[src/rtl/dram_refresh_pkg.sv]
package dram_refresh_pkg;

  typedef enum logic [2:0] {
    CBR_IDLE,
    CBR_REQ,
    CBR_SETUP,
    CBR_HOLD,
    CBR_RASLO,
    CBR_PRECH
  } cbr_state_e;

  typedef enum logic [1:0] {
    PH_WAIT,
    PH_INIT,
    PH_RUN
  } phase_e;

endpackage

[src/rtl/refresh_interval_timer.sv]
module refresh_interval_timer #(
  parameter int PERIOD = 1950
) (
  input  logic clk,
  input  logic rst,
  input  logic en,
  output logic tick
);
  localparam int CW = (PERIOD > 1) ? $clog2(PERIOD) : 1;

  logic [CW-1:0] cnt;

  // one-cycle pulse every PERIOD clocks while enabled
  always_ff @(posedge clk) begin
    if (rst || !en) begin
      cnt  <= '0;
      tick <= 1'b0;
    end else if (cnt == CW'(PERIOD - 1)) begin
      cnt  <= '0;
      tick <= 1'b1;
    end else begin
      cnt  <= cnt + 1'b1;
      tick <= 1'b0;
    end
  end
endmodule

[src/rtl/refresh_backlog.sv]
module refresh_backlog #(
  parameter int DEPTH = 4
) (
  input  logic clk,
  input  logic rst,
  input  logic add,
  input  logic take,
  output logic pending,
  output logic overflow
);
  localparam int CW = $clog2(DEPTH + 1);

  logic [CW-1:0] cnt;

  always_ff @(posedge clk) begin
    if (rst) begin
      cnt      <= '0;
      overflow <= 1'b0;
    end else if (add && !take) begin
      if (cnt == CW'(DEPTH)) overflow <= 1'b1;
      else                   cnt      <= cnt + 1'b1;
    end else if (take && !add && cnt != '0) begin
      cnt <= cnt - 1'b1;
    end
  end

  assign pending = (cnt != '0);
endmodule

[src/rtl/powerup_gate.sv]
module powerup_gate
  import dram_refresh_pkg::*;
#(
  parameter int PWRUP_CYCLES = 25000,
  parameter int INIT_CYCLES  = 8
) (
  input  logic clk,
  input  logic rst,
  input  logic start,
  input  logic done,
  output logic init_need,
  output logic ready
);
  localparam int PW = (PWRUP_CYCLES > 1) ? $clog2(PWRUP_CYCLES) : 1;
  localparam int IW = $clog2(INIT_CYCLES + 1);

  phase_e        ph;
  logic [PW-1:0] pw_cnt;
  logic [IW-1:0] left;

  always_ff @(posedge clk) begin
    if (rst) begin
      ph     <= PH_WAIT;
      pw_cnt <= '0;
      left   <= IW'(INIT_CYCLES);
    end else begin
      case (ph)
        PH_WAIT: begin
          if (pw_cnt == PW'(PWRUP_CYCLES - 1)) ph <= PH_INIT;
          else                                 pw_cnt <= pw_cnt + 1'b1;
        end
        PH_INIT: begin
          if (start && left != '0) left <= left - 1'b1;
          // ready only once the last burst cycle has fully finished
          if (done && left == '0)  ph   <= PH_RUN;
        end
        default: ph <= PH_RUN;
      endcase
    end
  end

  assign init_need = (ph == PH_INIT) && (left != '0);
  assign ready     = (ph == PH_RUN);
endmodule

[src/rtl/cbr_sequencer.sv]
module cbr_sequencer
  import dram_refresh_pkg::*;
#(
  parameter int T_SETUP = 1,
  parameter int T_HOLD  = 1,
  parameter int T_RAS   = 7,
  parameter int T_PRE   = 4,
  parameter int CAS_W   = 2
) (
  input  logic             clk,
  input  logic             rst,
  input  logic             need,
  input  logic             bus_gnt,
  output logic             start,
  output logic             done,
  output logic             bus_req,
  output logic             ras_n,
  output logic [CAS_W-1:0] cas_n
);
  localparam int T_LOW = T_RAS - T_HOLD;
  localparam int M1    = (T_SETUP > T_HOLD) ? T_SETUP : T_HOLD;
  localparam int M2    = (T_LOW > T_PRE) ? T_LOW : T_PRE;
  localparam int TMAX  = (M1 > M2) ? M1 : M2;
  localparam int CW    = $clog2(TMAX + 1);

  cbr_state_e    st, nxt;
  logic [CW-1:0] cnt, ld_val;
  logic          ld;

  always_comb begin
    nxt    = st;
    ld     = 1'b0;
    ld_val = '0;
    case (st)
      CBR_IDLE:  if (need) nxt = CBR_REQ;
      CBR_REQ:   if (bus_gnt) begin
                   nxt = CBR_SETUP; ld = 1'b1; ld_val = CW'(T_SETUP - 1);
                 end
      CBR_SETUP: if (cnt == '0) begin
                   nxt = CBR_HOLD;  ld = 1'b1; ld_val = CW'(T_HOLD - 1);
                 end
      CBR_HOLD:  if (cnt == '0) begin
                   nxt = CBR_RASLO; ld = 1'b1; ld_val = CW'(T_LOW - 1);
                 end
      CBR_RASLO: if (cnt == '0) begin
                   nxt = CBR_PRECH; ld = 1'b1; ld_val = CW'(T_PRE - 1);
                 end
      CBR_PRECH: if (cnt == '0) nxt = CBR_IDLE;
      default:   nxt = CBR_IDLE;
    endcase
  end

  always_ff @(posedge clk) begin
    if (rst) begin
      st      <= CBR_IDLE;
      cnt     <= '0;
      bus_req <= 1'b0;
      ras_n   <= 1'b1;
      cas_n   <= '1;
    end else begin
      st <= nxt;
      if (ld)              cnt <= ld_val;
      else if (cnt != '0)  cnt <= cnt - 1'b1;
      // pins follow the state being entered, so they are registered
      bus_req <= (nxt != CBR_IDLE);
      ras_n   <= !(nxt == CBR_HOLD || nxt == CBR_RASLO);
      cas_n   <= (nxt == CBR_SETUP || nxt == CBR_HOLD) ? '0 : '1;
    end
  end

  assign start = (st == CBR_REQ) && bus_gnt;
  assign done  = (st == CBR_PRECH) && (cnt == '0);
endmodule

[src/rtl/dram_refresh_seq.sv]
module dram_refresh_seq #(
  parameter int REFI_CYCLES   = 1950,
  parameter int PWRUP_CYCLES  = 25000,
  parameter int INIT_CYCLES   = 8,
  parameter int BACKLOG_DEPTH = 4,
  parameter int T_SETUP       = 1,
  parameter int T_HOLD        = 1,
  parameter int T_RAS         = 7,
  parameter int T_PRE         = 4,
  parameter int CAS_W         = 2
) (
  input  logic             clk,
  input  logic             rst,
  output logic             bus_req,
  input  logic             bus_gnt,
  output logic             ras_n,
  output logic [CAS_W-1:0] cas_n,
  output logic             we_n,
  output logic             ready,
  output logic             ovf_err
);
  logic tick, pending, init_need, need, start, done;

  refresh_interval_timer #(.PERIOD(REFI_CYCLES)) u_timer (
    .clk(clk), .rst(rst), .en(ready), .tick(tick)
  );

  refresh_backlog #(.DEPTH(BACKLOG_DEPTH)) u_backlog (
    .clk(clk), .rst(rst), .add(tick), .take(start && ready),
    .pending(pending), .overflow(ovf_err)
  );

  powerup_gate #(.PWRUP_CYCLES(PWRUP_CYCLES), .INIT_CYCLES(INIT_CYCLES)) u_pwr (
    .clk(clk), .rst(rst), .start(start), .done(done),
    .init_need(init_need), .ready(ready)
  );

  assign need = init_need || (ready && pending);

  cbr_sequencer #(
    .T_SETUP(T_SETUP), .T_HOLD(T_HOLD), .T_RAS(T_RAS), .T_PRE(T_PRE), .CAS_W(CAS_W)
  ) u_seq (
    .clk(clk), .rst(rst), .need(need), .bus_gnt(bus_gnt),
    .start(start), .done(done), .bus_req(bus_req), .ras_n(ras_n), .cas_n(cas_n)
  );

  // refresh never writes
  always_ff @(posedge clk) we_n <= 1'b1;
endmodule

[config.mk]
export PLATFORM = sky130hd
export DESIGN_NAME = dram_refresh_seq
export DESIGN_NICKNAME = d
export VERILOG_FILES = /design/src/rtl/dram_refresh_pkg.sv /design/src/rtl/refresh_interval_timer.sv /design/src/rtl/refresh_backlog.sv /design/src/rtl/powerup_gate.sv /design/src/rtl/cbr_sequencer.sv /design/src/rtl/dram_refresh_seq.sv
export SDC_FILE = /design/constraint.sdc
export NUM_CORES = 1
export LEC_CHECK = 0
export ABC_AREA = 1
export ABC_CLOCK_PERIOD_IN_PS = 1700
export BUFFER_PORTS_ARGS = -buffer_cell sky130_fd_sc_hd__buf_2
export CAP_MARGIN = 10
export CORE_AREA = 2 2 73 75
export CTS_CLUSTER_DIAMETER = 200
export DETAILED_ROUTE_END_ITERATION = 6
export DIE_AREA = 0 0 75 77
export PLACE_DENSITY = 0.73
export SKIP_LAST_GASP = 1
export SLEW_MARGIN = 25
export SYNTH_ARGS = -nofsm -noshare
export SYNTH_HDL_FRONTEND = slang
export SYNTH_HIERARCHICAL = 1
export SYNTH_SLANG_ARGS = --single-unit
[constraint.sdc]
create_clock -name clk -period 1.7 [get_ports clk]
set_input_delay 0.34 -clock clk [delete_from_list [all_inputs] [get_ports clk]]
set_output_delay 0.34 -clock clk [all_outputs]
set_load 0.01 [all_outputs]
==> reports/qor_table.md <==
| Result | Value | Unit |
|---|---|---|
| Global-route usage over all layers | 19.9 | % |
| Cell mode on critical path | sky130_fd_sc_hd__nand2_1 | - |
| Final sum of negative setup slack | 0 | ps |
| Relative contribution of the clock network to total power | 32.4 | % |
| PortBufs | 8 | - |
| Critical path arrival | 1780 | ps |
| Count of pins over their slew limit | 0 | - |
| Final worst path period need | 1590 | ps |
| Antenna violation net count after detailed routing | 0 | - |
| Endpoint of the worst-slack reg-to-reg timing path | u_backlog/cnt[2] | - |
| Hold Vio Cnt, Final | 0 | - |
| Worst clock skew on the final layout | 4.84 | ps |
| Final #Nets | 438 | - |
| Post-detailed-route via-to-cell ratio | 4.87 | - |
| Destination of the critical timing path | u_backlog/cnt[2] | - |
| Core Box Area | 0.00498 | mm2 |
| Detailed router's first-iteration violation count | 103 | - |
| M2 GR Usage | 34.4 | % |
| Combinational Power Share | 12.1 | % |
| Initial Utilization | 53.4 | % |
| Detailed Routing Iterations Pass 1 | 4 | - |
| Peak VDD IR | 0.595 | mV |
| Overall die height | 77 | um |
| HPWL after detailed placement | 4.01 | mm |
| Status | complete, no violations | - |
| Die area | 0.00578 | mm2 |
| Clock tree from TritonCTS | done | - |
| Initial antenna violation count | 0 | - |
| Die span in x | 75 | um |
| Global routing's busiest layer | met2 | - |
| Period utilisation layout | 93.4 | % |
| Fin cells | 499 | - |
| Placement row count | 26 | - |
| Global Route met3 Usage | 4.20 | % |
| Wirelength per Cell | 10.6 | um |
| Delay of the slowest critical-path stage | 370 | ps |
| Number of clock buffers inserted by TritonCTS | 5 | - |
| Critical-path top delay cell | sky130_fd_sc_hd__dfxtp_2 | - |
| Synth Cell Area | 0.00266 | mm2 |
| Signed area change from the synthesized netlist to the final layout | 10.3 | % |
| Series of cell instances along the critical path | nor2_4, nand3_4, inv_2, nand2_1, inv_1, inv_2, nand2_4, fa_2, inv_2, nand2_1, nand2_1, nand3_1, nand2_1, nor2_1 | - |
| Number of distinct library cells after synthesis | 30 | - |
| Total number of cells along the worst setup path | 14 | - |
| Mean instance size in the synthesized netlist | 6.50 | um2 |
| Clock root buffer master | sky130_fd_sc_hd__clkbuf_8 | - |
| Flip-flop and latch count after synthesis | 46 | - |
| Class of the tightest hold or removal check | primary input to flip-flop | - |
| Cell depth of the worst flop-to-flop path | 14 | - |
| Critical path launch point type | flip-flop | - |
| Setup Crit Path Kind | flip-flop to flip-flop | - |
| Level count of the clock H-tree | 2 | - |
| Leakage Power | 1.27 | nW |
| Required time of the critical path | 1890 | ps |
| Final core utilization | 58.9 | % |
| CTS clk-pin slew, worst paths | 90 | ps |
| Weighted congestion reported at the end of routability-driven placement | 0.858 | - |
| Final total power | 2.04 | mW |
| Synthesized instance count | 409 | - |
| R2R Path Start | u_seq/st[1] | - |
| Total wire length | 5.30 | mm |
| Setup crit start | u_seq/st[1] | - |
| Global routing usage on met1 | 23.9 | % |
| Flop pwr share | 55.5 | % |
| Post-cts hold buffer count | 0 | - |
| Switching power share of the total | 27.1 | % |
| Top-level port count | 10 | - |
| Number of buffers on the longest clock path | 2 | - |
| Final setup violation count | 0 | - |
| Critical Path Sink Type | flip-flop | - |
| Count of placed standard cells including taps | 489 | - |
| PD cells | 695 | mW/mm2 |
| Cell family with most CP delay | simple AND/OR/NAND/NOR gates | - |
| First-pass GRT wire length | 9.30 | mm |
| Total number of yosys warnings | 6 | - |
| Setup slack after placement | -75.1 | ps |
| Internal power summed over all cells | 1.49 | mW |
| Net Switching | 0.552 | mW |
| Vias in the first global route | 2,327 | - |
| Largest fanout of any net on the critical path | 4 | - |
| Setup slack of the most critical reg-to-reg path | 110 | ps |
| Pin count of the biggest net entering global routing | 16 | - |
| Post-detailed-route DRC marker count | 0 | - |
| Unrepaired setup endpoints after global routing | yes | - |
| Clock insertion delay at the later pin of the skew report | 290 | ps |
| PnR worst setup slack | 113 | ps |
| DR vias | 2,430 | - |
| Fraction of layout cells with a size suffix above 1 | 14.9 | % |
| Portion of the post-synthesis area used by sequential elements | 34.6 | % |
| Antenna cell count | 0 | - |
| Number of max-capacitance violations reported | 0 | - |
| Synthesized net count | 419 | - |
| Max frequency | 630 | MHz |
| Aggregate global routing overflow | 0 | - |
| Buffers & Inverters on Critical Path | 4 | - |
| Sinks on Clock Net | 46 | - |
==> how the worst min path moves through the flow <==
stage                               endpoint          from  cells past startpoint  slack (ps)
after floorplan           u_backlog/overflow           rst                      1         410
after global placement          u_seq/cnt[0]  u_seq/cnt[0]                      2         450
after detailed placement        u_seq/cnt[0]  u_seq/cnt[0]                      2         450
after CTS                    u_pwr/pw_cnt[8]           rst                      2         310
after global routing             u_pwr/ph[0]           rst                      2         340
final                        u_pwr/pw_cnt[8]           rst                      2         320
==> power by group through the flow <==
| stage | logic, mW | clock network [mW] | registers [mW] |
|---|---|---|---|
| floorplan | 0.188 | 0 | 1.15 |
| global placement | 0.238 | 0 | 1.16 |
| detailed placement | 0.243 | 0 | 1.16 |
| CTS | 0.244 | 0.691 | 1.13 |
| global route | 0.286 | 0.720 | 1.14 |
| finish | 0.247 | 0.662 | 1.13 |
==> through the flow <==
step	area, um2	hold slack [ps]
floorplan	2660	412
detailed placement	2800	447
CTS	2890	315
global placement	2800	446
global route	2930	338
finish	2930	320
==> registers in the layout (all words and copies together) (netlist names) <==
signal and count:
u_backlog/cnt 3, u_backlog/overflow 1, u_pwr/left 4, u_pwr/ph 2, u_pwr/pw_cnt 15, u_seq/bus_req 1, u_seq/cas_n 1, u_seq/cnt 3
u_seq/ras_n 1, u_seq/st 3, u_timer/cnt 11, u_timer/tick 1
==> cells by family after synthesis <==
kind of cell	synth area share, %
fa+ha+maj	3.57
buf+inv	11.3
other cells	0.141
compound gates	6.35
simple gates	41.7
xor+xnor	2.30
flops	34.6
==> timing repair <==
action                     CTS  global route
buffers inserted             0             2
setup endpoints to repair    1             3
gates resized for setup      1            12
pin swaps                    0             7
==> layout by cell type (no fill, tap or decap), types with 2 or more instances in the layout <==
cell / Yosys / final
sky130_fd_sc_hd__a21oi_1: 21 / 21
sky130_fd_sc_hd__buf_2: 0 / 8
sky130_fd_sc_hd__buf_4: 3 / 10
sky130_fd_sc_hd__clkbuf_8: 0 / 5
sky130_fd_sc_hd__dfxtp_1: 46 / 43
sky130_fd_sc_hd__dfxtp_2: 0 / 3
sky130_fd_sc_hd__ha_1: 6 / 6
sky130_fd_sc_hd__inv_1: 64 / 61
sky130_fd_sc_hd__inv_2: 2 / 5
sky130_fd_sc_hd__nand2_1: 102 / 101
sky130_fd_sc_hd__nand2_2: 5 / 5
sky130_fd_sc_hd__nand2_4: 2 / 3
sky130_fd_sc_hd__nand3_1: 30 / 29
sky130_fd_sc_hd__nand3_2: 4 / 4
sky130_fd_sc_hd__nand3b_1: 4 / 4
sky130_fd_sc_hd__nand4_1: 8 / 8
sky130_fd_sc_hd__nor2_1: 65 / 64
sky130_fd_sc_hd__nor2_2: 11 / 11
sky130_fd_sc_hd__nor2_4: 5 / 6
sky130_fd_sc_hd__nor3_1: 4 / 4
sky130_fd_sc_hd__o21ai_0: 7 / 7
sky130_fd_sc_hd__o21ai_1: 3 / 3
sky130_fd_sc_hd__xnor2_1: 5 / 5
sky130_fd_sc_hd__xor2_1: 2 / 2
==> area by class of cell <==
class,count,area [um2]
clock buffers,6,72.6
clock inverters,2,13.8
fillers,485,2040
inverters,67,251
multi-input cells,290,1470
flip-flops and latches,46,925
well taps,70,87.6
repair buffers,18,115
==> layer usage <==
metal / routed length (um) / part of all wire, %
met1: 2400 / 45
met2: 2670 / 50
met3: 155 / 2.9
met4: 77 / 1.5
met5: 0 / 0
==> Yosys cell counts (all sizes together) <==
| cell | number | area, um2 |
|---|---|---|
| xnor2 | 5 | 43.8 |
| inv | 66 | 248 |
| nand4 | 8 | 50.1 |
| a31oi | 1 | 6.26 |
| ha | 6 | 75.1 |
| conb | 1 | 3.75 |
| buf | 5 | 45.0 |
| dfxtp | 46 | 921 |
| fa | 1 | 20.0 |
| clkinv | 1 | 3.75 |
| nand3b | 4 | 30.0 |
| o21bai | 1 | 7.51 |
| nor3b | 1 | 7.51 |
| xor2 | 2 | 17.5 |
| a21oi | 21 | 105 |
| clkbuf | 1 | 3.75 |
| nand3 | 34 | 190 |
| nor2 | 81 | 369 |
| and3 | 1 | 6.26 |
| o21ai | 10 | 50.0 |
| nand2 | 109 | 437 |
| nor3 | 4 | 20.0 |
Power figures use the tool's default switching activity.
